===== config.mk =====
export PLATFORM = sky130hd
export DESIGN_NAME = vldst_unit
export DESIGN_NICKNAME = d
export VERILOG_FILES = /design/src/rtl/vls_pkg.sv /design/src/rtl/vls_agen.sv /design/src/rtl/vls_widen.sv /design/src/rtl/vls_narrow.sv /design/src/rtl/vldst_unit.sv
export SDC_FILE = /design/constraint.sdc
export NUM_CORES = 1
export LEC_CHECK = 0
export ABC_AREA = 1
export BUFFER_PORTS_ARGS = -buffer_cell sky130_fd_sc_hd__buf_2
export CAP_MARGIN = 20
export CORE_ASPECT_RATIO = 0.6
export CORE_MARGIN = 2
export CORE_UTILIZATION = 59
export CTS_BUF_LIST = sky130_fd_sc_hd__clkbuf_4
export DETAILED_ROUTE_END_ITERATION = 10
export GPL_TIMING_DRIVEN = 0
export PLACE_DENSITY = 0.95
export SYNTH_ARGS = -nofsm -noshare
export SYNTH_HDL_FRONTEND = slang
export SYNTH_HIERARCHICAL = 1
export SYNTH_SLANG_ARGS = --single-unit

===== constraint.sdc =====
create_clock -name clk -period 5.3 [get_ports clk]
set_input_delay 0 -clock clk [delete_from_list [all_inputs] [get_ports clk]]
set_output_delay 0 -clock clk [all_outputs]
set_load 0.02 [all_outputs]

===== src/rtl/vls_pkg.sv =====
package vls_pkg;
    localparam int BEATS  = 4;
    localparam int BEAT_W = 32;
    localparam int VEC_W  = BEATS * BEAT_W;

    typedef logic [1:0] esize_t;

    typedef enum logic [2:0] {
        ST_IDLE,
        ST_ISSUE,
        ST_WAIT,
        ST_FINISH,
        ST_REJECT
    } vls_state_e;

    // legal: memory element no wider than lane, no reserved code
    function automatic logic pair_ok(esize_t m, esize_t l);
        return (m != 2'd3) && (l != 2'd3) && (m <= l);
    endfunction
endpackage


===== src/rtl/vls_agen.sv =====
module vls_agen
    import vls_pkg::*;
#(
    parameter int ADDR_W = 32
) (
    input  logic [ADDR_W-1:0] base,
    input  logic [ADDR_W-1:0] imm,
    input  logic              pre,
    input  esize_t            msz,
    input  esize_t            lsz,
    input  logic [1:0]        beat,
    output logic [ADDR_W-1:0] beat_addr,
    output esize_t            beat_sz,
    output logic [ADDR_W-1:0] next_base
);
    logic [1:0]        ratio;
    logic [ADDR_W-1:0] start;

    always_comb begin
        ratio     = lsz - msz;
        beat_sz   = 2'd2 - ratio;
        start     = pre ? (base + imm) : base;
        beat_addr = start + (ADDR_W'(beat) << beat_sz);
        next_base = pre ? start : (base + (ADDR_W'(4) << beat_sz));
    end
endmodule


===== src/rtl/vls_widen.sv =====
module vls_widen
    import vls_pkg::*;
(
    input  logic [BEAT_W-1:0] raw,
    input  esize_t            msz,
    input  esize_t            lsz,
    input  logic              sext,
    output logic [BEAT_W-1:0] lanes
);
    logic hi0, hi1, hi16;

    always_comb begin
        hi0   = sext & raw[7];
        hi1   = sext & raw[15];
        hi16  = sext & raw[15];
        lanes = raw;
        case ({msz, lsz})
            4'b0001: lanes = {{8{hi1}}, raw[15:8], {8{hi0}}, raw[7:0]};
            4'b0010: lanes = {{24{hi0}}, raw[7:0]};
            4'b0110: lanes = {{16{hi16}}, raw[15:0]};
            default: lanes = raw;
        endcase
    end
endmodule


===== src/rtl/vls_narrow.sv =====
module vls_narrow
    import vls_pkg::*;
(
    input  logic [BEAT_W-1:0] lanes,
    input  esize_t            msz,
    input  esize_t            lsz,
    output logic [BEAT_W-1:0] packed_out
);
    always_comb begin
        case ({msz, lsz})
            4'b0001: packed_out = {16'h0, lanes[23:16], lanes[7:0]};
            4'b0010: packed_out = {24'h0, lanes[7:0]};
            4'b0110: packed_out = {16'h0, lanes[15:0]};
            default: packed_out = lanes;
        endcase
    end
endmodule


===== src/rtl/vldst_unit.sv =====
module vldst_unit
    import vls_pkg::*;
#(
    parameter int ADDR_W = 32
) (
    input  logic              clk,
    input  logic              rst_n,
    input  logic              req_valid,
    input  logic              req_store,
    input  logic [1:0]        req_msz,
    input  logic [1:0]        req_lsz,
    input  logic              req_sext,
    input  logic              req_pre,
    input  logic              req_wb,
    input  logic [ADDR_W-1:0] req_base,
    input  logic [ADDR_W-1:0] req_imm,
    input  logic [127:0]      req_vec,
    output logic              busy,
    output logic              done,
    output logic              illegal,
    output logic [127:0]      ld_vec,
    output logic              wb_valid,
    output logic [ADDR_W-1:0] wb_addr,
    output logic              mem_req,
    output logic              mem_we,
    output logic [ADDR_W-1:0] mem_addr,
    output logic [1:0]        mem_size,
    output logic [31:0]       mem_wdata,
    input  logic [31:0]       mem_rdata
);
    localparam int BEAT_IDX_W = $clog2(BEATS);
    localparam logic [BEAT_IDX_W-1:0] LAST_BEAT = BEAT_IDX_W'(BEATS - 1);

    vls_state_e            state_q, state_d;
    logic [BEAT_IDX_W-1:0] beat_q;
    logic                  store_q, sext_q, pre_q, wb_q;
    esize_t                msz_q, lsz_q;
    logic [ADDR_W-1:0]     base_q, imm_q;

    logic                  accept, last_beat, beat_adv;
    logic [BEAT_W-1:0]     beat_words [BEATS];
    logic [BEAT_W-1:0]     widened, narrowed;
    esize_t                beat_sz;
    logic [ADDR_W-1:0]     next_base;

    assign accept    = req_valid && (state_q == ST_IDLE);
    assign last_beat = (beat_q == LAST_BEAT);
    assign beat_adv  = (state_q == ST_WAIT) || ((state_q == ST_ISSUE) && store_q);

    // next-state logic
    always_comb begin
        state_d = state_q;
        unique case (state_q)
            ST_IDLE:   if (accept) state_d = pair_ok(req_msz, req_lsz) ? ST_ISSUE : ST_REJECT;
            ST_ISSUE:  if (!store_q)       state_d = ST_WAIT;
                       else if (last_beat) state_d = ST_FINISH;
            ST_WAIT:   state_d = last_beat ? ST_FINISH : ST_ISSUE;
            ST_FINISH: state_d = ST_IDLE;
            ST_REJECT: state_d = ST_IDLE;
            default:   state_d = ST_IDLE;
        endcase
    end

    // state register
    always_ff @(posedge clk) begin
        if (!rst_n) begin
            state_q <= ST_IDLE;
            beat_q  <= '0;
        end else begin
            state_q <= state_d;
            if (accept)        beat_q <= '0;
            else if (beat_adv) beat_q <= beat_q + 1'b1;
        end
    end

    // request capture
    always_ff @(posedge clk) begin
        if (!rst_n) begin
            store_q <= 1'b0;
            sext_q  <= 1'b0;
            pre_q   <= 1'b0;
            wb_q    <= 1'b0;
            msz_q   <= '0;
            lsz_q   <= '0;
            base_q  <= '0;
            imm_q   <= '0;
        end else if (accept) begin
            store_q <= req_store;
            sext_q  <= req_sext;
            pre_q   <= req_pre;
            wb_q    <= req_wb;
            msz_q   <= req_msz;
            lsz_q   <= req_lsz;
            base_q  <= req_base;
            imm_q   <= req_imm;
        end
    end

    // one quarter register per beat: loaded from the store source, refilled by loads
    for (genvar g = 0; g < BEATS; g++) begin : g_quarter
        logic [BEAT_W-1:0] word_q;
        always_ff @(posedge clk) begin
            if (!rst_n)
                word_q <= '0;
            else if (accept)
                word_q <= req_vec[g*BEAT_W +: BEAT_W];
            else if ((state_q == ST_WAIT) && (beat_q == BEAT_IDX_W'(g)))
                word_q <= widened;
        end
        assign beat_words[g]                = word_q;
        assign ld_vec[g*BEAT_W +: BEAT_W]   = word_q;
    end

    vls_agen #(.ADDR_W(ADDR_W)) u_agen (
        .base      (base_q),
        .imm       (imm_q),
        .pre       (pre_q),
        .msz       (msz_q),
        .lsz       (lsz_q),
        .beat      (beat_q),
        .beat_addr (mem_addr),
        .beat_sz   (beat_sz),
        .next_base (next_base)
    );

    vls_widen u_widen (
        .raw   (mem_rdata),
        .msz   (msz_q),
        .lsz   (lsz_q),
        .sext  (sext_q),
        .lanes (widened)
    );

    vls_narrow u_narrow (
        .lanes      (beat_words[beat_q]),
        .msz        (msz_q),
        .lsz        (lsz_q),
        .packed_out (narrowed)
    );

    assign mem_size  = beat_sz;
    assign mem_wdata = narrowed;
    assign wb_addr   = next_base;

    // outputs
    always_comb begin
        busy     = 1'b0;
        done     = 1'b0;
        illegal  = 1'b0;
        mem_req  = 1'b0;
        mem_we   = 1'b0;
        wb_valid = 1'b0;
        unique case (state_q)
            ST_ISSUE: begin
                busy    = 1'b1;
                mem_req = 1'b1;
                mem_we  = store_q;
            end
            ST_WAIT:   busy = 1'b1;
            ST_FINISH: begin
                done     = 1'b1;
                wb_valid = wb_q;
            end
            ST_REJECT: begin
                done    = 1'b1;
                illegal = 1'b1;
            end
            default: ;
        endcase
    end
endmodule


==> results of run 1 <==
==> what timing repair did <==
| item | CTS |
|---|---|
| resized for setup | 0 |
| hold buffers | 379 |
| endpoints found under the setup margin | 0 |
| hold endpoints to repair | 205 |
==> cells in the mapped netlist, types with 2 or more instances <==
cell type / number
o21ai_0: 161
buf_4: 35
nor2_1: 585
nand3_2: 13
nand4_1: 43
nand3b_1: 128
nand3_4: 5
ha_1: 47
nor4_1: 7
inv_1: 263
o22ai_1: 33
clkbuf_1: 58
nor2_4: 10
or2_2: 8
o21a_1: 4
a21oi_1: 33
nand3_1: 147
xnor2_1: 9
nand2_4: 3
inv_2: 21
buf_6: 5
dfxtp_1: 205
nor3_2: 4
nand2_1: 836
xor2_1: 26
o31ai_1: 4
nor3_1: 11
nor2_8: 2
o21ai_2: 4
clkinv_1: 2
buf_2: 47
fa_1: 3
nor2_2: 18
nand2_2: 16
o21bai_1: 2
==> logic make-up after synthesis <==
| kind of cell | synth area share |
|---|---|
| compound gates | 0.0809 |
| xor+xnor | 0.0186 |
| fa+ha+maj | 0.0394 |
| buf+inv | 0.112 |
| flops | 0.250 |
| simple gates | 0.499 |
==> metal layers <==
metal | overflow | track usage
met4 | 31 | 0.636
met1 | 3 | 0.850
met5 | 0 | 0.360
met3 | 4 | 0.697
met2 | 27 | 0.906
==> per-stage QoR <==
step | util | area (um2) | setup WS [ns]
after floorplan | - | 16400 | 2.08
after global placement | 0.699 | 19200 | 0.991
after detailed placement | 0.699 | 19200 | 0.867
after CTS | 0.861 | 23600 | 0.106
==> flow_summary_export.csv, run 1 <==
group,metric,value,unit
yosys,synth-edff-count,0,
placed_design,dp_hpwl,63.6,mm
yosys,syn-num-nets,3097,
placed_design,place.gp.congestion,1.13,
die,rows,47,
global_routing,grt_max_degree,13,
run_status,status,"aborted with a tool error",
placed_design,io_buffer_count,458,
clock_network,numCtsBuffers,50,
yosys,syn_area,16400,um2
yosys,synth.avg_cell_area,5.85,um2
die,die_w,220,um
clock_network,cts_sinks,205,
yosys,yosys_warnings,6,
clock_network,cts-htree-levels,2,
global_routing,grt.total_usage,0.790,
global_routing,grt_pass1_vias,28000,
die,chipHeight,133,um
yosys,ys_seq_area_frac,0.250,
run_status,haltStage,"global routing (5_1_grt)",
global_routing,gr-total-overflow,65,
yosys,synthesis.instances,2812,
clock_network,clockRootBuffer,"clkbuf_4",
yosys,async_flop_share,0,
global_routing,grt_pass1_wl,172,mm
yosys,yosys.area.top_type,"dfxtp_1",
yosys,synth-main-ff-cell,"dfxtp_1",
run_status,tool.error,"[ERROR GRT-0116] Global routing finished with congestion. Check the congestion regions in the DRC Viewer.",
die,io_pins,467,
yosys,yosysUniqueCellTypes,49,
yosys,ys_ff_latch,205,
yosys,synth_area_leaders,"dfxtp_1 (25%), nand2_1 (19%), nor2_1 (13%)",
placed_design,dpl.cell_count,3637,
yosys,netlist.area_leader.share,0.250,
clock_network,clock_path_buffers,3,
die,initial_core_util,0.599,
clock_network,post_cts_buffers,0,
==> run 2: changes to the inputs <==
--- a/config.mk
+++ b/config.mk
@@ -8,13 +8,11 @@
 export ABC_AREA = 1
 export BUFFER_PORTS_ARGS = -buffer_cell sky130_fd_sc_hd__buf_2
 export CAP_MARGIN = 20
-export CORE_ASPECT_RATIO = 0.6
 export CORE_MARGIN = 2
-export CORE_UTILIZATION = 59
-export CTS_BUF_LIST = sky130_fd_sc_hd__clkbuf_4
+export CORE_UTILIZATION = 40
 export DETAILED_ROUTE_END_ITERATION = 10
 export GPL_TIMING_DRIVEN = 0
-export PLACE_DENSITY = 0.95
+export PLACE_DENSITY_LB_ADDON = 0.15
 export SYNTH_ARGS = -nofsm -noshare
 export SYNTH_HDL_FRONTEND = slang
 export SYNTH_HIERARCHICAL = 1
==> flow_summary_export.csv, run 2 <==
group,metric,value,unit
drt,vias,21500,
layout,drive_gt1_frac,0.196,
layout,largest_register,"g_quarter.word_q",
global_routing,grt.total_usage,0.378,
layout,finalInstanceArea,22800,um2
timing,relSlewSlack,0.435,
yosys,synth-main-ff-cell,"dfxtp_1",
layout,most-common-layout-cells,"nand2_1 (836), nor2_1 (585), buf_2 (505)",
placed_design,dpl.cell_count,3802,
yosys,synth_area_leaders,"dfxtp_1 (25%), nand2_1 (19%), nor2_1 (13%)",
setup_path,worstSetupEndpointType,"primary output",
die,chipHeight,207,um
yosys,syn_area,16400,um2
job,drv_cap,0,
yosys,synth_top_family_by_area,"simple AND/OR/NAND/NOR gates",
yosys,synth_adder_area_share,0.0394,
global_routing,antenna_found_initial,2,
clock_network,post_cts_buffers,0,
timing,tns,0,ns
timing,slew_viol_final,0,
yosys,synth_compound_area_frac,0.0809,
placed_design,io_buffer_count,458,
clock_network,path_clk_slew,0.06,ns
drt,firstDrtPassIters,7,
run_status,status,"finished with violations",
yosys,synthesis.instances,2812,
clock_network,clockRootBuffer,"clkbuf_16",
clock_network,clock_path_buffers,3,
setup_path,critPathKind,"reg2out",
die,io_pins,467,
die,initial_core_util,0.404,
yosys,ys_top_cells_by_count,"nand2_1 (836), nor2_1 (585), inv_1 (263), dfxtp_1 (205), o21ai_0 (161)",
global_routing,grt_max_degree,13,
yosys,ys_ff_latch,205,
timing,rsz0062_at_grt,"no",
layout,fin_util,0.560,
power,power.density,326,nW/um2
setup_path,arrival,4.92,ns
placed_design,placed_cell_area,19400,um2
yosys,synthMostInstantiatedCell,"nand2_1",
placed_design,place.gp.congestion,1.02,
setup_path,startpoint_type,"flip-flop",
clock_network,insertion_delay,0.56,ns
die,die_area,42800,um2
yosys,muxShareOfSynthArea,0,
drt,antenna_left,0,
drt,drc,0,
yosys,synth-simple-area-share,0.499,
timing,finalCritPeriodShare,0.929,
clock_network,cts_tree,"yes",
yosys,yosys.area.top_type,"dfxtp_1",
die,core_area,40700,um2
drt,drt-initial-drc-count,1706,
clock_network,cts_sinks,205,
drt,via_per_inst,5.24,
setup_path,crit_fanout,10,
power,p_leak,12.4,nW
worst_hold_path,min_path_type,"in2reg",
global_routing,gr-total-overflow,0,
layout,final_cells,4106,
yosys,netlist.area_leader.share,0.250,
placed_design,dp_hpwl,66.0,mm
run_status,violations,"negative hold slack",
clock_network,cts-htree-levels,1,
global_routing,grt_pass1_wl,121,mm
layout,largest_register_ffs,128,
drt,routed_wl,83.5,mm
layout,area_growth,38.8,%
yosys,yosysUniqueCellTypes,49,
clock_network,numCtsBuffers,26,
yosys,synth-edff-count,0,
timing,clock_skew,0.0154,ns
die,rows,74,
timing,fin_hold_ws,-0.000959,ns
die,die_w,207,um
power,peakVddDrop,0.239,mV
layout,fin_nets,3837,
yosys,syn-num-nets,3097,
yosys,ys_seq_area_frac,0.250,
timing,setup_viol,0,
global_routing,grt_pass1_vias,20800,
drt,wl_per_cell,20.3,um
setup_path,reg2reg_slack,2.12,ns
yosys,synth_xor_area_frac,0.0186,
layout,reg_top3,"g_quarter.word_q (128), base_q (32), imm_q (32)",
setup_path,cp.required,5.30,ns
timing,hold_violations,1,
yosys,yosys_warnings,6,
timing,worst_pin_slew,0.840,ns
placed_design,pre_cts_ws,0.956,ns
yosys,synth.avg_cell_area,5.85,um2
timing,fin_ws,0.379,ns
timing,final.min_clock_period,4.92,ns
timing,clock.fmax,203,MHz
layout,layout_commonest_cell,"nand2_1",
yosys,async_flop_share,0,
run 2: cell counts after synthesis:
Identical to the previous run, type by type.
run 2: kinds of logic (layout without fill, tap and decap cells):
family / after synthesis / count (layout)
fa+ha+maj: 50 / 50
buf+inv: 432 / 1192
flops: 205 / 205
other cells: 0 / 2
xor+xnor: 35 / 35
compound gates: 246 / 246
simple gates: 1844 / 1844
run 2: final timing paths:
kind | from | to | depth (start not counted)
hold reg to reg | wb_q | wb_q | 2
setup / recovery | pre_q | mem_addr[20] | 18
hold / removal | rst_n | base_q[0] | 3
setup reg to reg | beat_q[0] | g_quarter[2].word_q[13] | 11
run 2: critical path, stage by stage, from the launching register on:
cell and delay, ns:
dfxtp_1 0.39, clkinv_1 0.24, clkbuf_1 0.38, clkbuf_1 0.55, clkbuf_1 0.58, nand2_1 0.15
nand2_1 0.11, ha_1 0.18, fa_1 0.22, nand3_1 0.08, nand2_1 0.11, a21oi_1 0.16
nor2_8 0.17, nand3_4 0.11, nor2_4 0.21, nand4_4 0.17, nor2_4 0.17, xnor2_1 0.15
buf_2 0.19
run 2: routing by layer:
metal / GRT usage / wire length (um)
met1: 0.426 / 31300
met2: 0.662 / 39900
met3: 0.0631 / 6360
met4: 0.245 / 5950
met5: 0 / 12
run 2: final cells by class:
type                       count  area, um2
multi-input combinational   2175      10500
tap                          532        666
buffer                       146        776
clock buffer                  37        763
antenna                        2       5.00
inverter                     286       1070
fill                        4246      17900
timing repair buffer         712       4830
clock inverter                11        116
sequential                   205       4100
run 2: what timing repair did:
action | CTS | global route
resized for setup | 0 | 0
endpoints found under the hold margin | 204 | 0
setup endpoints to repair | 0 | 0
hold buffers | 254 | 0
run 2: through the flow:
step	hold slack, ns	total power [W]
floorplan	0.135	0.00413
global placement	0.223	0.00531
detailed placement	0.227	0.00534
CTS	0.00376	0.00739
global route	0.0294	0.00785
finish	-0.000959	0.00745
run 2: power breakdown:
part           switching [W]  internal, W
combinational        0.00230      0.00124
clock               0.000766      0.00110
sequential          0.000267      0.00177
No activity file was read; power rests on OpenSTA's default activity.
